<file path="config.mk">
export PLATFORM = sky130hd
export DESIGN_NAME = doorbell_ctrl
export DESIGN_NICKNAME = d
export VERILOG_FILES = /design/src/rtl/doorbell_pkg.sv /design/src/rtl/doorbell_regdec.sv /design/src/rtl/doorbell_bank.sv /design/src/rtl/doorbell_ctrl.sv
export SDC_FILE = /design/constraint.sdc
export NUM_CORES = 1
export LEC_CHECK = 0
export ABC_AREA = 1
export BUFFER_PORTS_ARGS = -buffer_cell sky130_fd_sc_hd__clkbuf_2
export CAP_MARGIN = 40
export CORE_MARGIN = 2
export CORE_UTILIZATION = 35
export CTS_BUF_LIST = sky130_fd_sc_hd__clkbuf_4 sky130_fd_sc_hd__clkbuf_8
export DETAILED_ROUTE_END_ITERATION = 16
export MAX_ROUTING_LAYER = met4
export SLEW_MARGIN = 0
export SYNTH_ARGS = -nofsm -noshare
export SYNTH_HDL_FRONTEND = slang
export SYNTH_SLANG_ARGS = --single-unit
</file>
<file path="constraint.sdc">
create_clock -name clk -period 2.7 [get_ports clk]
set_clock_uncertainty 0.05 [all_clocks]
set_input_delay 0.27 -clock clk [delete_from_list [all_inputs] [get_ports clk]]
set_output_delay 0.27 -clock clk [all_outputs]
set_load 0.05 [all_outputs]
</file>
<file path="src/rtl/doorbell_pkg.sv">
package doorbell_pkg;

  // Register groups in address order; the order fixes each group's base.
  typedef enum logic [2:0] {
    GRP_RAISE_VAL = 3'd0,
    GRP_RAISE_SET = 3'd1,
    GRP_RAISE_CLR = 3'd2,
    GRP_ARM_VAL   = 3'd3,
    GRP_ARM_SET   = 3'd4,
    GRP_ARM_CLR   = 3'd5
  } grp_e;

  localparam int unsigned NGRP       = 6;
  localparam int unsigned GRP_FIRST  = 4;   // byte offset of group 0
  localparam int unsigned GRP_STRIDE = 32;  // bytes between group bases

  function automatic int unsigned grp_base(int unsigned g);
    return GRP_FIRST + g * GRP_STRIDE;
  endfunction

  // Groups whose words read back the raised state.
  function automatic bit grp_reads_raise(int unsigned g);
    return g <= 2;
  endfunction

endpackage

</file>
<file path="src/rtl/doorbell_regdec.sv">
module doorbell_regdec
  import doorbell_pkg::*;
#(
  parameter int unsigned ADDR_W   = 8,
  parameter int unsigned NUM_INST = 4,
  localparam int unsigned IW      = (NUM_INST > 1) ? $clog2(NUM_INST) : 1
) (
  input  logic [ADDR_W-1:0] addr,
  output logic [NGRP-1:0]   grp_hit,
  output logic              mapped,
  output logic [IW-1:0]     inst
);

  localparam int unsigned SPAN = NUM_INST * 4;

  logic [ADDR_W-1:0] rel [NGRP];

  for (genvar g = 0; g < NGRP; g++) begin : g_grp
    assign rel[g]     = addr - ADDR_W'(grp_base(g));
    assign grp_hit[g] = (rel[g] < ADDR_W'(SPAN)) && (rel[g][1:0] == 2'b00);
  end

  always_comb begin
    inst = '0;
    for (int g = 0; g < NGRP; g++) begin
      if (grp_hit[g]) inst = rel[g][IW+1:2];
    end
  end

  assign mapped = |grp_hit;

endmodule

</file>
<file path="src/rtl/doorbell_bank.sv">
module doorbell_bank #(
  parameter int unsigned NUM_CHAN = 32
) (
  input  logic                clk,
  input  logic                rst_n,
  input  logic                raise_set_we,
  input  logic                raise_clr_we,
  input  logic                arm_set_we,
  input  logic                arm_clr_we,
  input  logic [NUM_CHAN-1:0] wmask,
  output logic [NUM_CHAN-1:0] raised,
  output logic [NUM_CHAN-1:0] armed,
  output logic                irq
);

  // Per-bit update: clear first, then set, so a set always wins.
  function automatic logic [NUM_CHAN-1:0] strobe_update(
    input logic [NUM_CHAN-1:0] cur,
    input logic [NUM_CHAN-1:0] set_m,
    input logic [NUM_CHAN-1:0] clr_m
  );
    return (cur & ~clr_m) | set_m;
  endfunction

  logic [NUM_CHAN-1:0] raise_set_m, raise_clr_m, arm_set_m, arm_clr_m;
  logic                live;

  assign raise_set_m = raise_set_we ? wmask : '0;
  assign raise_clr_m = raise_clr_we ? wmask : '0;
  assign arm_set_m   = arm_set_we   ? wmask : '0;
  assign arm_clr_m   = arm_clr_we   ? wmask : '0;
  assign live        = |(raised & armed);

  always_ff @(posedge clk or negedge rst_n) begin
    if (!rst_n) begin
      raised <= '0;
      armed  <= '0;
      irq    <= 1'b0;
    end else begin
      raised <= strobe_update(raised, raise_set_m, raise_clr_m);
      armed  <= strobe_update(armed, arm_set_m, arm_clr_m);
      irq    <= live;
    end
  end

endmodule

</file>
<file path="src/rtl/doorbell_ctrl.sv">
module doorbell_ctrl
  import doorbell_pkg::*;
#(
  parameter int unsigned NUM_INST = 4,
  parameter int unsigned NUM_CHAN = 32,
  parameter int unsigned ADDR_W   = 8
) (
  input  logic                         clk,
  input  logic                         rst_n,
  input  logic                         wr_en,
  input  logic                         rd_en,
  input  logic [ADDR_W-1:0]            addr,
  input  logic [NUM_CHAN-1:0]          wdata,
  output logic [NUM_CHAN-1:0]          rdata,
  output logic [NUM_INST-1:0]          irq,
  output logic [NUM_INST*NUM_CHAN-1:0] tx_ready
);

  localparam int unsigned IW = (NUM_INST > 1) ? $clog2(NUM_INST) : 1;

  // Named decode events, brought out for the checker.
  logic [NGRP-1:0]              grp_hit;
  logic                         mapped;
  logic [IW-1:0]                inst_sel;
  logic                         reads_raise;
  logic [NUM_CHAN-1:0]          rd_word;
  logic [NUM_INST*NUM_CHAN-1:0] raised_flat;
  logic [NUM_INST*NUM_CHAN-1:0] armed_flat;
  logic [NUM_CHAN-1:0]          raised_arr [NUM_INST];
  logic [NUM_CHAN-1:0]          armed_arr  [NUM_INST];

  doorbell_regdec #(
    .ADDR_W   (ADDR_W),
    .NUM_INST (NUM_INST)
  ) u_dec (
    .addr    (addr),
    .grp_hit (grp_hit),
    .mapped  (mapped),
    .inst    (inst_sel)
  );

  for (genvar n = 0; n < NUM_INST; n++) begin : g_inst
    logic sel;
    assign sel = wr_en && mapped && (inst_sel == IW'(n));

    doorbell_bank #(
      .NUM_CHAN (NUM_CHAN)
    ) u_bank (
      .clk          (clk),
      .rst_n        (rst_n),
      .raise_set_we (sel && grp_hit[int'(GRP_RAISE_SET)]),
      .raise_clr_we (sel && grp_hit[int'(GRP_RAISE_CLR)]),
      .arm_set_we   (sel && grp_hit[int'(GRP_ARM_SET)]),
      .arm_clr_we   (sel && grp_hit[int'(GRP_ARM_CLR)]),
      .wmask        (wdata),
      .raised       (raised_arr[n]),
      .armed        (armed_arr[n]),
      .irq          (irq[n])
    );

    assign raised_flat[n*NUM_CHAN +: NUM_CHAN] = raised_arr[n];
    assign armed_flat[n*NUM_CHAN +: NUM_CHAN]  = armed_arr[n];
    assign tx_ready[n*NUM_CHAN +: NUM_CHAN]    = armed_arr[n] & ~raised_arr[n];
  end

  always_comb begin
    reads_raise = 1'b0;
    for (int g = 0; g < NGRP; g++) begin
      if (grp_hit[g] && grp_reads_raise(g)) reads_raise = 1'b1;
    end
  end

  always_comb begin
    rd_word = '0;
    for (int n = 0; n < NUM_INST; n++) begin
      if (mapped && inst_sel == IW'(n))
        rd_word = reads_raise ? raised_arr[n] : armed_arr[n];
    end
  end

  always_ff @(posedge clk or negedge rst_n) begin
    if (!rst_n) rdata <= '0;
    else        rdata <= rd_en ? rd_word : '0;
  end

endmodule

</file>
==> impl_metrics.py, run 1 <==
metrics = {
    "timing": {
        "slew_headroom": 0.545,
        "grt_setup_unrepaired": "no",
        "post-route-period-util": 0.760,
        "hold_ws_ns": 0.0819,
        "setup_viol": 0,
        "tns_ns": 0,
        "final_max_slew_viol_count": 0,
        "worstMarginPinSlew_ns": 0.676,
        "fmax_ghz": 0.487,
        "timing.final.hold_violations": 0,
        "period_needed_ns": 2.05,
    },
    "critical_path": {
        "endpoint_kind": "flop",
        "critPathMaxFanout": 27,
        "crit_type": "in2reg",
        "startpoint_type": "input pin",
        "arrival_ns": 2.52,
        "required_ns": 3.17,
    },
    "global_routing": {
        "track_usage": 0.252,
        "grt_max_degree": 97,
        "grt_pass1_vias": 15900,
        "overflow": 0,
        "antenna_found_initial": 1,
        "grt_pass1_wl_microns": 94800,
    },
    "drt": {
        "vias": 17200,
        "firstDrtPassIters": 5,
        "drt_iter0_markers": 1668,
        "drt-total-wl_microns": 62100,
        "wire_per_inst_microns": 18.7,
        "drc": 0,
        "via_per_inst": 5.19,
        "drtAntennaViolNets": 0,
    },
    "clock_tree": {
        "cts_buffer_depth": 3,
        "post_cts_buffers": 0,
        "ctsHtreeMaxLevel": 2,
        "cts-buffers-inserted": 49,
        "cts_root_buf": "clkbuf_8",
        "clk_latency_ns": 0.60,
        "clock_sinks": 292,
        "clk_pin_slew_ns": 0.06,
        "cts_tree": "built",
    },
    "yosys": {
        "synth_edf_count": 0,
        "syn_area_per_cell_sq_um": 6.74,
        "netlist_area_sq_mm": 0.0169,
        "ys_types": 36,
        "async_flop_share": 1.00,
        "ys_seq_elements": 292,
        "synth-main-ff-cell": "dfrtp_1",
        "yosysWarnings": 0,
        "netlist_instances": 2503,
        "ys_seq_area_frac": 0.433,
        "synth_fp_nets": 2548,
    },
    "layout": {
        "final_cell_mix": "1,102 x nand2_1, 292 x dfrtp_1, 254 x nand3_1, 206 x clkbuf_2, 203 x inv_1",
        "syn_to_final_growth_pct": 17.4,
        "final_common_cell": "nand2_1",
        "fin_cells": 3316,
        "drive_gt1_frac": 0.149,
        "layout.nets": 2709,
        "fin_area_sq_mm": 0.0198,
    },
    "pwr": {
        "p_per_area_mw_per_mm2": 487,
        "ir_drop_mv": 0.267,
        "leakagePower_nw": 10.1,
        "total_power_mw": 9.65,
    },
    "floorplan": {
        "ios": 208,
        "die_area_sq_mm": 0.0500,
        "start_util": 0.354,
        "core-area_sq_mm": 0.0476,
        "rows": 80,
        "die_w_microns": 224,
        "die_height_microns": 224,
    },
    "placed_design": {
        "gp_congestion": 0.888,
        "place_hpwl_microns": 43000,
        "dp_cells": 3227,
        "postPlaceCellArea_sq_mm": 0.0187,
        "port_buffers": 207,
    },
    "outcome": {
        "status": "complete, no violations",
    },
    "job": {
        "cap_viol_max_count": 0,
    },
    "hold_path": {
        "min_path_type": "in2reg",
    },
}
## registers in the layout, summed over array words and instances (netlist names)
register / count
g_inst.u_bank.armed: 128
g_inst.u_bank.irq: 4
g_inst.u_bank.raised: 128
rdata: 32
## cells by family after synthesis
group	synth area share
flip-flops	0.433
buffers and inverters	0.0914
AO/OA/AOI/OAI	0.0795
AND/OR/NAND/NOR	0.395
adder cells (fa/ha/maj)	0.000742
## repair_timing
action                                 CTS  global route
endpoints found under the hold margin   56             0
resized for setup                        0             0
hold buffers                             1             0
## worst max-delay path, stage by stage
cell and delay [ns]:
clkbuf_2 0.11, inv_1 0.06, ha_2 0.18, nand2_1 0.10, nand3_1 0.13, inv_1 0.08
nand2_2 0.09, nor2_4 0.04, nand2_2 0.12, nand3_2 0.12, nor2_4 0.33, nor2_4 0.11
nand2_4 0.09, buf_4 0.34, o21ai_1 0.16, nor2_1 0.17
## through the flow
step | worst slack, ns | utilization
final | 0.647 | 0.416
after global routing | 0.517 | 0.416
after CTS | 0.688 | 0.416
after detailed placement | 0.0698 | 0.393
after global placement | 0.105 | 0.393
after floorplan | 0.467 | -
## report_power, final
part           leakage, nW  internal (mW)  total, mW  switching, mW
logic                 5.46          0.191      0.886          0.694
clock network        0.567           2.39       4.29           1.90
registers             4.07           4.43       4.47         0.0463
## synth_stat cells (4+ instances only)
cell      number  area, sq um
a22o_1        11         96.3
o21ai_0      133          666
nand2_1     1103         4140
nand2_2        8         50.1
nor2_4        11          124
clkbuf_1      79          297
nand4_1       59          369
buf_1         16         60.1
o21ai_1       27          135
nor2_2         4         25.0
a21oi_1       37          185
nand3_1      255         1280
buf_4         26          195
o22ai_1        9         56.3
a221oi_1      18          158
dfrtp_1      292         7310
nor2_1       145          544
buf_2         43          215
inv_1        203          762
## layer usage
metal	global-route usage	routed length (microns)	up-vias
li1	-	-	8230
met1	0.351	27900	8184
met2	0.370	27300	680
met3	0.0395	4520	114
met4	0.0933	2340	0
met5	-	0	-
## worst paths after layout
check / start / end / slack (ns) / cells past startpoint
setup / recovery: addr[3] / rdata[16] / 0.65 / 16
hold / removal: wdata[21] / g_inst[2].u_bank.raised[21] / 0.08 / 3
setup reg to reg: g_inst[1].u_bank.armed[20] / g_inst[1].u_bank.irq / 0.86 / 5
hold reg to reg: g_inst[2].u_bank.armed[19] / g_inst[2].u_bank.armed[19] / 0.43 / 2
max in group asynchronous: rst_n / g_inst[1].u_bank.raised[21] / 1.59 / 3
min in group asynchronous: rst_n / g_inst[2].u_bank.armed[10] / 0.17 / 2
## area by class of cell
| cell class | instances | area, sq um |
|---|---|---|
| well taps | 615 | 769 |
| clock inverters | 9 | 70.1 |
| clock buffers | 78 | 980 |
| inverters | 206 | 776 |
| repair buffers | 274 | 1850 |
| flip-flops and latches | 292 | 7310 |
| multi-input cells | 1841 | 8050 |
| fillers | 4940 | 27800 |
| diodes | 1 | 2.50 |
Power figures use the tool's default switching activity.
==> run 2, diff against run 1 <==
- clock period: 2.7 -> 1.6 ns (I/O delays scaled with it)
==> run 2 against run 1 <==
Compared with the run above: the flow now finishes with violations (negative setup slack); clock power rose by 76%; global-route usage up 4.9 points; first-iteration DRC count is 47% higher; sequential share of layout area shrank 9.6 points; largest power group unchanged.
==> impl_metrics.py, run 2 (synthesis gave the netlist of run 1 again) <==
metrics = {
    "hold_path": {
        "hold_depth": 3,
        "hold_end": "g_inst[2].u_bank.armed[8]",
        "min_path_type": "in2reg",
        "min_from": "wdata[8]",
    },
    "layout": {
        "drive_gt1_frac": 0.373,
        "fin_area_sq_mm": 0.0268,
        "final_common_cell": "nand2_1",
        "diodes": 0,
        "syn_to_final_growth_pct": 59.1,
        "top_regs": "g_inst.u_bank.armed (128), g_inst.u_bank.raised (128), rdata (32)",
        "layout.nets": 3058,
        "final_cell_mix": "999 x nand2_1, 284 x dfrtp_1, 188 x buf_4, 158 x inv_1, 137 x clkbuf_8",
    },
    "global_routing": {
        "grt_max_degree": 73,
        "track_usage": 0.301,
        "antenna_found_initial": 0,
        "grt_pass1_wl_microns": 113000,
        "overflow": 0,
        "grt_pass1_vias": 19100,
    },
    "critical_path": {
        "critical-path-max-stage-delay_ns": 0.16,
        "arrival_ns": 2.37,
        "required_ns": 2.06,
        "crit_type": "in2reg",
        "critPathMaxFanout": 5,
        "endpoint_kind": "flop",
        "worstReg2RegStart": "g_inst[0].u_bank.armed[27]",
        "slowest_stage": "buf_4",
        "worstReg2RegEnd": "g_inst[0].u_bank.irq",
        "rrSetupSlack_ns": -0.16,
        "worst-r2r-cell-count": 4,
        "cp_cell_sequence": "clkbuf_16, inv_16, ha_4, inv_2, nand2_2, nand3_4, inv_4, nand2_4, nor2_4, nand2_2, nand2_4, nor2_4, buf_12, nor2_8, nand2_4, buf_12, nor2_4, buf_4, clkbuf_16, nand2_1, nand2_1, o21ai_0",
        "startpoint_type": "input pin",
    },
    "pwr": {
        "power.share.combinational": 0.134,
        "p_per_area_mw_per_mm2": 648,
        "p_seq_frac": 0.434,
        "power.switching_mw": 4.92,
        "leakagePower_nw": 12.7,
        "clkPwrFrac": 0.432,
        "ir_drop_mv": 0.433,
        "swShare": 0.283,
        "p_int_mw": 12.5,
    },
    "timing": {
        "period_needed_ns": 1.92,
        "final_max_slew_viol_count": 0,
        "setup_ws_ns": -0.317,
        "post-route-period-util": 1.20,
        "slew_headroom": 0.509,
        "fmax_ghz": 0.522,
        "setup_viol": 398,
        "timing.final.hold_violations": 0,
        "worstMarginPinSlew_ns": 0.734,
        "grt_setup_unrepaired": "yes",
        "tns_ns": -70.04,
    },
    "outcome": {
        "status": "finished, violations left",
        "violations": "negative setup slack",
    },
    "clock_tree": {
        "clk_pin_slew_ns": 0.06,
        "clock_sinks": 292,
        "ctsHtreeMaxLevel": 2,
        "clk_latency_ns": 0.63,
        "cts_buffer_depth": 3,
        "cts_tree": "built",
        "cts-buffers-inserted": 49,
        "cts_root_buf": "clkbuf_8",
    },
    "floorplan": {
        "start_util": 0.354,
        "rows": 80,
        "core-area_sq_mm": 0.0476,
        "die_area_sq_mm": 0.0500,
        "ios": 208,
        "die_height_microns": 224,
        "die_w_microns": 224,
    },
    "placed_design": {
        "port_buffers": 207,
        "gp_congestion": 0.918,
        "place_hpwl_microns": 45700,
        "postPlaceCellArea_sq_mm": 0.0201,
    },
    "job": {
        "cap_viol_max_count": 0,
    },
    "drt": {
        "wire_per_inst_microns": 21.6,
        "via_per_inst": 5.50,
        "firstDrtPassIters": 8,
        "vias": 20100,
        "drt_iter0_markers": 2448,
        "drc": 0,
        "drtAntennaViolNets": 0,
        "drt-total-wl_microns": 79200,
    },
}
run 2: cell count changes in the layout (fill, tap and decap cells not counted), sizes merged:
cell,delta
or2,+3
dlygate4sd3,+25
diode,-1
clkinv,-6
buf,+302
bufinv,-1
clkbuf,+27
clkinvlp,+1
run 2: layer usage:
| metal | track usage | share of wire |
|---|---|---|
| met2 | 0.458 | 0.45 |
| met5 | - | 0 |
| met4 | 0.173 | 0.077 |
| met3 | 0.0529 | 0.096 |
| met1 | 0.380 | 0.38 |
run 2: area by class of cell:
class,count,area [sq um]
Inverter,206,805
Multi-Input combinational cell,1844,9940
Fill cell,4088,20800
Tap cell,615,769
Clock inverter,3,17.5
Timing Repair Buffer,620,6910
Sequential cell,292,7320
Clock buffer,86,1080
run 2: how the worst max path moves through the flow:
stage	from	end	slack, ns	cells after the start
3_3_place_gp	addr[2]	rdata[26]	-1.0	18
2_1_floorplan	addr[2]	g_inst[1].u_bank.raised[11]	-0.48	17
6_report	addr[2]	g_inst[0].u_bank.raised[20]	-0.32	22
3_5_place_dp	addr[2]	rdata[26]	-0.96	16
5_1_grt	addr[2]	g_inst[0].u_bank.raised[20]	-0.45	22
4_1_cts	addr[2]	g_inst[3].u_bank.armed[6]	-0.18	23
run 2: power by group through the flow:
stage / clock, mW / sequential [mW] / combinational (mW)
finish: 7.53 / 7.55 / 2.33
global route: 7.87 / 7.55 / 2.44
CTS: 7.55 / 7.54 / 2.08
detailed placement: 0 / 7.67 / 1.69
global placement: 0 / 7.67 / 1.67
floorplan: 0 / 7.72 / 0.769
run 2: worst max-delay path: cells and delay by family:
kind | cells | cell delay (ns)
AO/OA/AOI/OAI | 1 | 0.08
adder cells (fa/ha/maj) | 1 | 0.14
buffers and inverters | 8 | 0.90
AND/OR/NAND/NOR | 12 | 1.06
run 2: timing repair:
item,CTS,global route
resized for setup,571,309
hold buffers,26,0
pin swaps,126,193
setup buffers,115,28
setup endpoints to repair,420,419
cloned,37,24
endpoints found under the hold margin,407,0
run 2: metrics by stage:
step                      utilization  std cells  power, mW  hold slack [ns]  setup WS, ns
after floorplan                     -       2503       8.49           -0.186        -0.482
after global placement          0.422       3366       9.34          -0.0398        -0.998
after detailed placement        0.422       3366       9.36          -0.0406        -0.964
after CTS                       0.529       3625       17.2          0.00206        -0.184
after global routing            0.563       3666       17.9           0.0543        -0.450
final                           0.563       3666       17.4           0.0466        -0.317
